[src/rtl/tac_pkg.sv]
package tac_pkg;
  localparam int TEMP_W = 12;
  localparam int CNT_W  = 3;

  typedef struct packed {
    logic intMode;
    logic polarity;
    logic [1:0] faultSel;
  } cfgReg_t;

  // Strobes from control to datapath
  typedef struct packed {
    logic compWatchLow;
    logic intWatchLow;
    logic intHold;
    logic intEnable;
  } ctrlStrobe_t;

  function automatic logic [CNT_W-1:0] faultLimit(input logic [1:0] sel);
    case (sel)
      2'd0: faultLimit = CNT_W'(1);
      2'd1: faultLimit = CNT_W'(2);
      2'd2: faultLimit = CNT_W'(4);
      default: faultLimit = CNT_W'(6);
    endcase
  endfunction
endpackage

[src/rtl/tac_fault_filter.sv]
module tac_fault_filter #(
  parameter int CNT_W = 3
) (
  input  logic             clk,
  input  logic             rstN,
  input  logic             softReset,
  input  logic             hold,
  input  logic             sampleValid,
  input  logic             condMet,
  input  logic [CNT_W-1:0] limitN,
  output logic             trip
);
  logic [CNT_W-1:0] cnt;
  logic [CNT_W-1:0] nextCnt;

  assign nextCnt = cnt + CNT_W'(1);
  assign trip = sampleValid && !hold && !softReset && condMet && (nextCnt >= limitN);

  always_ff @(posedge clk or negedge rstN) begin
    if (!rstN) begin
      cnt <= '0;
    end else if (softReset || hold) begin
      cnt <= '0;
    end else if (sampleValid) begin
      if (!condMet || trip) cnt <= '0;
      else                  cnt <= nextCnt;
    end
  end
endmodule

[src/rtl/tac_datapath.sv]
module tac_datapath
  import tac_pkg::*;
#(
  parameter int                 DW        = 12,
  parameter logic [DW-1:0]      THIGH_RST = 12'h500,
  parameter logic [DW-1:0]      TLOW_RST  = 12'h4B0
) (
  input  logic          clk,
  input  logic          rstN,
  input  logic          sampleValid,
  input  logic [DW-1:0] sampleData,
  input  logic          cfgWe,
  input  logic          cfgIntMode,
  input  logic          cfgPolarity,
  input  logic [1:0]    cfgFaultSel,
  input  logic          limWe,
  input  logic          limSelHigh,
  input  logic [DW-1:0] limData,
  input  logic          genCallReset,
  input  ctrlStrobe_t   ctrl,
  output cfgReg_t       cfgQ,
  output logic          compTrip,
  output logic          intTrip
);
  localparam int NFILT = 2;

  logic [DW-1:0] limHigh;
  logic [DW-1:0] limLow;
  logic          hiHit;
  logic          loHit;
  logic [NFILT-1:0] condArr;
  logic [NFILT-1:0] holdArr;
  logic [NFILT-1:0] tripArr;
  logic [CNT_W-1:0] limitN;

  always_ff @(posedge clk or negedge rstN) begin
    if (!rstN) begin
      cfgQ    <= '0;
      limHigh <= THIGH_RST;
      limLow  <= TLOW_RST;
    end else if (genCallReset) begin
      cfgQ    <= '0;
      limHigh <= THIGH_RST;
      limLow  <= TLOW_RST;
    end else begin
      if (cfgWe) begin
        cfgQ.intMode  <= cfgIntMode;
        cfgQ.polarity <= cfgPolarity;
        cfgQ.faultSel <= cfgFaultSel;
      end
      if (limWe) begin
        if (limSelHigh) limHigh <= limData;
        else            limLow  <= limData;
      end
    end
  end

  assign hiHit  = $signed(sampleData) >= $signed(limHigh);
  assign loHit  = $signed(sampleData) <  $signed(limLow);
  assign limitN = faultLimit(cfgQ.faultSel);

  assign condArr[0] = ctrl.compWatchLow ? loHit : hiHit;
  assign holdArr[0] = 1'b0;
  assign condArr[1] = ctrl.intWatchLow ? loHit : hiHit;
  assign holdArr[1] = ctrl.intHold || !ctrl.intEnable;

  for (genvar g = 0; g < NFILT; g++) begin : gFilt
    tac_fault_filter #(.CNT_W(CNT_W)) uFilt (
      .clk        (clk),
      .rstN       (rstN),
      .softReset  (genCallReset),
      .hold       (holdArr[g]),
      .sampleValid(sampleValid),
      .condMet    (condArr[g]),
      .limitN     (limitN),
      .trip       (tripArr[g])
    );
  end

  assign compTrip = tripArr[0];
  assign intTrip  = tripArr[1];
endmodule

[src/rtl/tac_control.sv]
module tac_control
  import tac_pkg::*;
(
  input  logic        clk,
  input  logic        rstN,
  input  cfgReg_t     cfgQ,
  input  logic        compTrip,
  input  logic        intTrip,
  input  logic        sampleValid,
  input  logic        cfgWe,
  input  logic        cfgOneShot,
  input  logic        regRead,
  input  logic        alertAck,
  input  logic        genCallReset,
  input  logic        shutdown,
  output ctrlStrobe_t ctrl,
  output logic        alertPin,
  output logic        statusBit,
  output logic        convStart
);
  logic compState;
  logic intAlert;
  logic intArmHigh;
  logic shutdownQ;
  logic oneShotPend;
  logic convStartQ;
  logic oneShotGo;
  logic intClear;
  logic alertActive;

  assign intClear  = regRead || alertAck || (shutdown && !shutdownQ);
  assign oneShotGo = cfgWe && cfgOneShot && shutdown && !oneShotPend;

  always_ff @(posedge clk or negedge rstN) begin
    if (!rstN) begin
      compState   <= 1'b0;
      intAlert    <= 1'b0;
      intArmHigh  <= 1'b1;
      shutdownQ   <= 1'b0;
      oneShotPend <= 1'b0;
      convStartQ  <= 1'b0;
    end else begin
      shutdownQ <= shutdown;
      if (genCallReset) begin
        compState   <= 1'b0;
        intAlert    <= 1'b0;
        intArmHigh  <= 1'b1;
        oneShotPend <= 1'b0;
        convStartQ  <= 1'b0;
      end else begin
        if (compTrip) compState <= !compState;

        if (!cfgQ.intMode) begin
          intAlert   <= 1'b0;
          intArmHigh <= 1'b1;
        end else if (intTrip) begin
          intAlert   <= 1'b1;
          intArmHigh <= !intArmHigh;
        end else if (intClear) begin
          intAlert   <= 1'b0;
        end

        convStartQ <= oneShotGo;
        if (oneShotGo)                      oneShotPend <= 1'b1;
        else if (sampleValid || !shutdown)  oneShotPend <= 1'b0;
      end
    end
  end

  assign ctrl.compWatchLow = compState;
  assign ctrl.intWatchLow  = !intArmHigh;
  assign ctrl.intHold      = intAlert;
  assign ctrl.intEnable    = cfgQ.intMode;

  assign alertActive = cfgQ.intMode ? intAlert : compState;
  assign alertPin    = !(alertActive ^ cfgQ.polarity);
  assign statusBit   = compState ^ cfgQ.polarity;
  assign convStart   = convStartQ;
endmodule

[src/rtl/temp_alert_ctrl.sv]
module temp_alert_ctrl
  import tac_pkg::*;
#(
  parameter logic [TEMP_W-1:0] THIGH_RST = 12'h500,
  parameter logic [TEMP_W-1:0] TLOW_RST  = 12'h4B0
) (
  input  logic              clk,
  input  logic              rstN,
  input  logic              sampleValid,
  input  logic [TEMP_W-1:0] sampleData,
  input  logic              cfgWe,
  input  logic              cfgIntMode,
  input  logic              cfgPolarity,
  input  logic [1:0]        cfgFaultSel,
  input  logic              cfgOneShot,
  input  logic              limWe,
  input  logic              limSelHigh,
  input  logic [TEMP_W-1:0] limData,
  input  logic              regRead,
  input  logic              alertAck,
  input  logic              genCallReset,
  input  logic              shutdown,
  output logic              alertPin,
  output logic              statusBit,
  output logic              convStart
);
  cfgReg_t     cfgQ;
  ctrlStrobe_t ctrl;
  logic        compTrip;
  logic        intTrip;

  tac_datapath #(
    .DW(TEMP_W), .THIGH_RST(THIGH_RST), .TLOW_RST(TLOW_RST)
  ) uDp (
    .clk(clk), .rstN(rstN), .sampleValid(sampleValid), .sampleData(sampleData),
    .cfgWe(cfgWe), .cfgIntMode(cfgIntMode), .cfgPolarity(cfgPolarity),
    .cfgFaultSel(cfgFaultSel), .limWe(limWe), .limSelHigh(limSelHigh),
    .limData(limData), .genCallReset(genCallReset), .ctrl(ctrl),
    .cfgQ(cfgQ), .compTrip(compTrip), .intTrip(intTrip)
  );

  tac_control uCtl (
    .clk(clk), .rstN(rstN), .cfgQ(cfgQ), .compTrip(compTrip), .intTrip(intTrip),
    .sampleValid(sampleValid), .cfgWe(cfgWe), .cfgOneShot(cfgOneShot),
    .regRead(regRead), .alertAck(alertAck), .genCallReset(genCallReset),
    .shutdown(shutdown), .ctrl(ctrl), .alertPin(alertPin),
    .statusBit(statusBit), .convStart(convStart)
  );
endmodule

[config.mk]
export PLATFORM = sky130hd
export DESIGN_NAME = temp_alert_ctrl
export DESIGN_NICKNAME = d
export VERILOG_FILES = /design/src/rtl/tac_pkg.sv /design/src/rtl/tac_fault_filter.sv /design/src/rtl/tac_datapath.sv /design/src/rtl/tac_control.sv /design/src/rtl/temp_alert_ctrl.sv
export SDC_FILE = /design/constraint.sdc
export NUM_CORES = 1
export LEC_CHECK = 0
export BUFFER_PORTS_ARGS = -buffer_cell sky130_fd_sc_hd__buf_2
export CAP_MARGIN = 10
export CORE_MARGIN = 4
export CORE_UTILIZATION = 45
export CTS_CLUSTER_SIZE = 40
export DETAILED_ROUTE_END_ITERATION = 16
export GPL_ROUTABILITY_DRIVEN = 0
export PLACE_DENSITY = 0.66
export SYNTH_ARGS = -nofsm -noshare
export SYNTH_HDL_FRONTEND = slang
export SYNTH_SLANG_ARGS = --single-unit
[constraint.sdc]
create_clock -name clk -period 3.15 [get_ports clk]
set_input_delay 0.4725 -clock clk [delete_from_list [all_inputs] [get_ports clk]]
set_output_delay 0.4725 -clock clk [all_outputs]
set_load 0.02 [all_outputs]
# [Yosys cells after proc, flatten, opt, wreduce, memory -nomap -nowiden]
# Index checks and enable logic that the tools add are counted.
[classes] add_sub_neg=2 n_lt_le_gt_ge=4 n_eq_ne=5 mux=31 n_bitwise=2 n_reduce_logical=39
[op_table] operator="$mux W12" count=6
[op_table] operator="$mux W3" count=6
[op_table] operator="$mux W1" count=16
[op_table] operator="$ge A12 B12 Y1" count=1
[op_table] operator="$lt A12 B12 Y1" count=1
[op_table] operator="$reduce_bool A2 Y1" count=6
[op_table] operator="$logic_and A1 B1 Y1" count=11
[op_table] operator="$logic_not A1 Y1" count=11
[op_table] operator="$pmux W3 S3" count=1
[op_table] operator="$mux W4" count=2
[op_table] operator="$logic_or A1 B1 Y1" count=7
[op_table] operator="$add A3 B1 Y3 const B" count=2
[op_table] operator="$ge A3 B3 Y1" count=2
[op_table] operator="$ne A4 B3 Y1 const B" count=1
[op_table] operator="$reduce_and A2 Y1" count=2
[op_table] operator="$ne A3 B3 Y1 const B" count=1
[op_table] operator="$reduce_bool A3 Y1" count=1
[op_table] operator="$eq A2 B1 Y1 const B" count=1
[op_table] operator="$eq A2 B2 Y1 const B" count=1
[op_table] operator="$logic_not A2 Y1" count=1
[op_table] operator="$ne A2 B1 Y1 const B" count=1
[op_table] operator="$xor A1 B1 Y1" count=2
[totals] reg_bits=40 output_inout_bits=3

# [Depth between registers and ports, before layout]
[logic_depth] word_depth=11 ltp_mapped=8 ltp_nobuf=8

# [Cells and area by module]
# Synthesis repeated with hierarchy kept, for this count alone.
[unflattened] cells_unflattened=286 hier_area_um2=2597.5
[modules_own_cells] mod="tac_datapath" n_inst=1 cells_each=203 area_each_um2=1751.7
[modules_own_cells] mod="tac_fault_filter" n_inst=2 cells_each=28 area_each_um2=275.3
[modules_own_cells] mod="tac_control" n_inst=1 cells_each=27 area_each_um2=295.3

# [Worst setup path after synthesis]
# OpenSTA, ideal clock, no wires.
[synth_timing] path_type="register to register" start="register uDp.limLow[10]" end="register uDp.gFilt[1].uFilt.cnt[2]" setup_time_ns=0.126 arrival_ns=2.140 required_ns=3.024 slack_ns=0.884 path_stages_with_launch=8 n_path_buf=0 period_less_slack_ns=2.266 cell_sequence="dfstp_2 > inv_1 > ha_1 > nand4_1 > or4_4 > a32oi_4 > a211oi_2 > a221o_1"
[synth_between] elab_chain_cells=8 word_cells_on_any_way=9 classes_between="order compare: 1; mux: 4; reduce/logical: 4"
[synth_rtl] element="from (decl)" line_no="tac_datapath.sv:28" rtl="logic [DW-1:0] limLow;"
[synth_rtl] element="from (signal assigned)" line_no="tac_datapath.sv:53" rtl="else limLow <= limData;"
[synth_rtl] element="$lt A12 B12 Y1 (*)" line_no="tac_datapath.sv:59" rtl="assign loHit = $signed(sampleData) < $signed(limLow);"
[synth_rtl] element="$mux W1 (*)" line_no="tac_datapath.sv:64" rtl="assign condArr[1] = ctrl.intWatchLow ? loHit : hiHit;"
[synth_rtl] element="$logic_and A1 B1 Y1 (2 in series)" line_no="tac_fault_filter.sv:17" rtl="assign trip = sampleValid && !hold && !softReset && condMet && (nextCnt >= limitN);"
[synth_rtl] element="$logic_or A1 B1 Y1 (*)" line_no="tac_fault_filter.sv:25" rtl="if (!condMet || trip) cnt <= '0;"
[synth_rtl] element="$mux W3 (*)" line_no="tac_fault_filter.sv:25"
[synth_rtl] element="$mux W3 (*)" line_no="tac_fault_filter.sv:24" rtl="end else if (sampleValid) begin"
[synth_rtl] element="$mux W3 (*)" line_no="tac_fault_filter.sv:22" rtl="end else if (softReset || hold) begin"
[synth_rtl] element="to (signal assigned)" line_no="tac_fault_filter.sv:26" rtl="else cnt <= nextCnt;"
[synth_rtl] element="to (decl)" line_no="tac_fault_filter.sv:13" rtl="logic [CNT_W-1:0] cnt;"
# Every way passes the cells marked *; elsewhere a longest branch is shown, timed or not. The select of a mux whose other input is x is not followed.
# A chain may end at the register's enable or synchronous reset.

# [Worst setup path after layout]
[layout_timing] start="register uDp.limLow[10]" end="register uDp.gFilt[0].uFilt.cnt[1]"
[layout_between] elab_chain_cells=8 word_cells_on_any_way=9 classes_between="order compare: 1; mux: 4; reduce/logical: 4"
[layout_rtl] element="$lt A12 B12 Y1 (*)" line_no="tac_datapath.sv:59"
[layout_rtl] element="$mux W1 (*)" line_no="tac_datapath.sv:62" rtl="assign condArr[0] = ctrl.compWatchLow ? loHit : hiHit;"
[layout_rtl] element="$logic_and A1 B1 Y1 (2 in series)" line_no="tac_fault_filter.sv:17"
[layout_rtl] element="$logic_or A1 B1 Y1 (*)" line_no="tac_fault_filter.sv:25"
[layout_rtl] element="$mux W3 (*)" line_no="tac_fault_filter.sv:25"
[layout_rtl] element="$mux W3 (*)" line_no="tac_fault_filter.sv:24"
[layout_rtl] element="$mux W3 (*)" line_no="tac_fault_filter.sv:22"
[layout_rtl] element="to (signal assigned)" line_no="tac_fault_filter.sv:26"
[layout_rtl] element="to (decl)" line_no="tac_fault_filter.sv:13"
# Marks and branches as above.

==> impl_metrics.json <==
{
  "synth_compound_gate_area_share": 0.167,
  "first_pass_iters": 4,
  "cts_htree_levels": 2,
  "numClockSinks": 40,
  "rsz0062_at_grt": "false",
  "nets": 383,
  "rows": 27,
  "rrSetupSlack_ns": 0.69,
  "clock_latency_ns": 0.30,
  "reg2regPathDepth": 7,
  "r2r-start": "uDp.limLow[10]",
  "synth_fa_ha_area_frac": 0.151,
  "cts_resized": 0,
  "core_um2": 5510,
  "p_leak_nw": 1.44,
  "setup_tns_ns": 0,
  "utilization": 0.535,
  "grt_usage": 0.165,
  "cts-buffers-inserted": 5,
  "synth_top_area_share": 0.322,
  "ioPinCount": 42,
  "worst-setup-path-type": "flop to flop",
  "gr-total-overflow": 0,
  "dr_total_vias": 1998,
  "port_buffers": 41,
  "holdBufCountCts": 0,
  "worst_setup_path_start_kind": "flop",
  "yosysTopAreaCell": "dfrtp_1",
  "drtIter0Drc": 62,
  "antenna_found_initial": 0,
  "clk_pin_slew_ns": 0.09,
  "drc": 0,
  "synth_edf_count": 0,
  "ys_types": 47,
  "ys_seq_elements": 40,
  "synth_top_family_by_area": "simple AND/OR/NAND/NOR gates",
  "synth_area_leaders": "dfrtp_1 32%, ha_1 15%, dfstp_2 7.2%, nand2_1 6.9%, a21oi_1 5.5%",
  "synth_most_common_cell": "nand2_1",
  "powerDensity_nw_per_um2": 417,
  "n_antenna_cell": 0,
  "grt_pass1_wl_um": 9430,
  "status": "complete, no violations",
  "postCtsSetupRepairBufs": 0,
  "slew_violations": 0,
  "finalSetupViolations": 0,
  "layout.cells.non_filler": 386,
  "crit_arrival_ns": 2.64,
  "min_path_type": "input pin to async pin",
  "syn_nets": 344,
  "grt_pass1_vias": 2133,
  "cts_tree": "done",
  "start_util": 0.466,
  "yosysSeqAreaShare": 0.394,
  "cts_buffer_depth": 2,
  "synth_mux_area_frac": 0.0371,
  "syn_inst": 274,
  "synth_xor_area_frac": 0.0137,
  "die-area_um2": 6970,
  "crit_fanout": 6,
  "required_ns": 3.32,
  "critPathLaunch": "uDp.limLow[10]",
  "yosys_most_used_dff": "dfrtp_1",
  "synthSimpleGateAreaFrac": 0.174,
  "die-width_um": 83.5,
  "r2r_end": "uDp.gFilt[0].uFilt.cnt[1]",
  "maxCapViolations": 0,
  "synth_area_um2": 2560,
  "period_needed_ns": 2.46,
  "endpoint": "uDp.gFilt[0].uFilt.cnt[1]",
  "routed_via_density": 5.18,
  "avgRoutedWirePerCell_um": 14.1,
  "place_hpwl_um": 4060,
  "irDropWorstVdd_v": 0.000246,
  "synthArstFlopShare": 1.00,
  "period_share": 0.782,
  "fmax_mhz": 406,
  "grt_max_degree": 41,
  "hold_viol_final": 0,
  "ant_nets": 0,
  "wirelength_um": 5430,
  "avgSynthCellArea_um2": 9.36,
  "yosysWarnings": 0,
  "die_h_um": 83.5,
  "finClkSkew_ns": 0.0165,
  "worst_pin_slew_ns": 0.891,
  "critPathCaptureType": "flop",
  "placed_cells": 378,
  "slew_headroom": 0.406,
  "synthToLayoutAreaGrowth_pct": 14.8,
  "drive_above_1_share": 0.223,
  "yosys-top-cells-count": "47 x nand2_1, 33 x dfrtp_1, 31 x ha_1",
  "cts_root_buffer": "clkbuf_8"
}
how the worst min path moves through the flow:
stage / start / end / slack (ns) / depth (start not counted)
final: rstN / uDp.limHigh[6] / 0.29 / 1
after floorplan: rstN / uCtl.compState / 0.18 / 0
after global routing: shutdown / uCtl.shutdownQ / 0.31 / 1
after CTS: shutdown / uCtl.shutdownQ / 0.32 / 1
after detailed placement: uDp.limHigh[8] / uDp.limHigh[8] / 0.48 / 2
after global placement: uDp.limHigh[8] / uDp.limHigh[8] / 0.48 / 2
area by class of cell:
cell class / instances / area [um^2]
timing repair buffer: 42 / 213
inverter: 31 / 118
tap: 72 / 90.1
multi-input combinational: 193 / 1390
fill: 521 / 2560
sequential: 40 / 1010
clock inverter: 2 / 38.8
clock buffer: 6 / 82.6
metrics by stage:
| step | power (W) | cell area, um^2 | setup slack (ns) | hold slack (ns) |
|---|---|---|---|---|
| after global routing | 0.00130 | 2940 | 0.528 | 0.310 |
| final | 0.00123 | 2940 | 0.686 | 0.290 |
| after CTS | 0.00124 | 2940 | 0.674 | 0.318 |
| after detailed placement | 0.000789 | 2820 | 0.625 | 0.477 |
| after floorplan | 0.000709 | 2560 | 0.884 | 0.177 |
| after global placement | 0.000785 | 2820 | 0.637 | 0.476 |
cells by family (layout without fill, tap and decap cells):
group	after synthesis	after routing
DFF	40	40
buffers and inverters	41	81
and+or+nand+nor	92	92
adders and majority gates	31	31
AOI/OAI and AO/OA	57	57
xor gates and xnor gates	4	4
muxes	9	9
metal layers:
metal,GRT usage,share of wire,vias up
met4,0.0439,0.011,0
met1,0.192,0.45,944
met5,0,0,-
li1,-,-,1014
met3,0.0424,0.041,7
met2,0.302,0.50,33
state kept, by name, indices dropped and copies added (netlist names):
| name | flops |
|---|---|
| uCtl.intArmHigh | 1 |
| uDp.limLow | 12 |
| uCtl.intAlert | 1 |
| uCtl.compState | 1 |
| uDp.limHigh | 12 |
| uCtl.convStart | 1 |
| uDp.gFilt.uFilt.cnt | 6 |
| uCtl.shutdownQ | 1 |
| uCtl.oneShotPend | 1 |
| uDp.cfgQ | 4 |
power by group:
group          switching, W  internal (W)  leakage (nW)  total, W
logic              0.000130     0.0000932         0.854  0.000224
clock network      0.000191      0.000259        0.0614  0.000451
registers         0.0000136      0.000539         0.522  0.000552
total              0.000336      0.000891          1.44   0.00123
cell usage in the layout (no fill, tap or decap), drive strengths merged, types with 5 or more instances in the layout:
cell    count
ha         31
mux2i       8
a21oi      28
nand2b      7
nor2       16
dfrtp      33
buf        42
nand2      47
inv        30
clkbuf      6
a211o       5
dfstp       7
worst max-delay path: stages (launching register included):
cell     delay (ns)
dfstp_2        0.52
inv_1          0.05
ha_1           0.31
nand4_1        0.17
or4_4          0.53
a32oi_4        0.30
mux2i_1        0.19
a32o_1         0.28
Note: power is estimated with default switching activity, not from simulation.
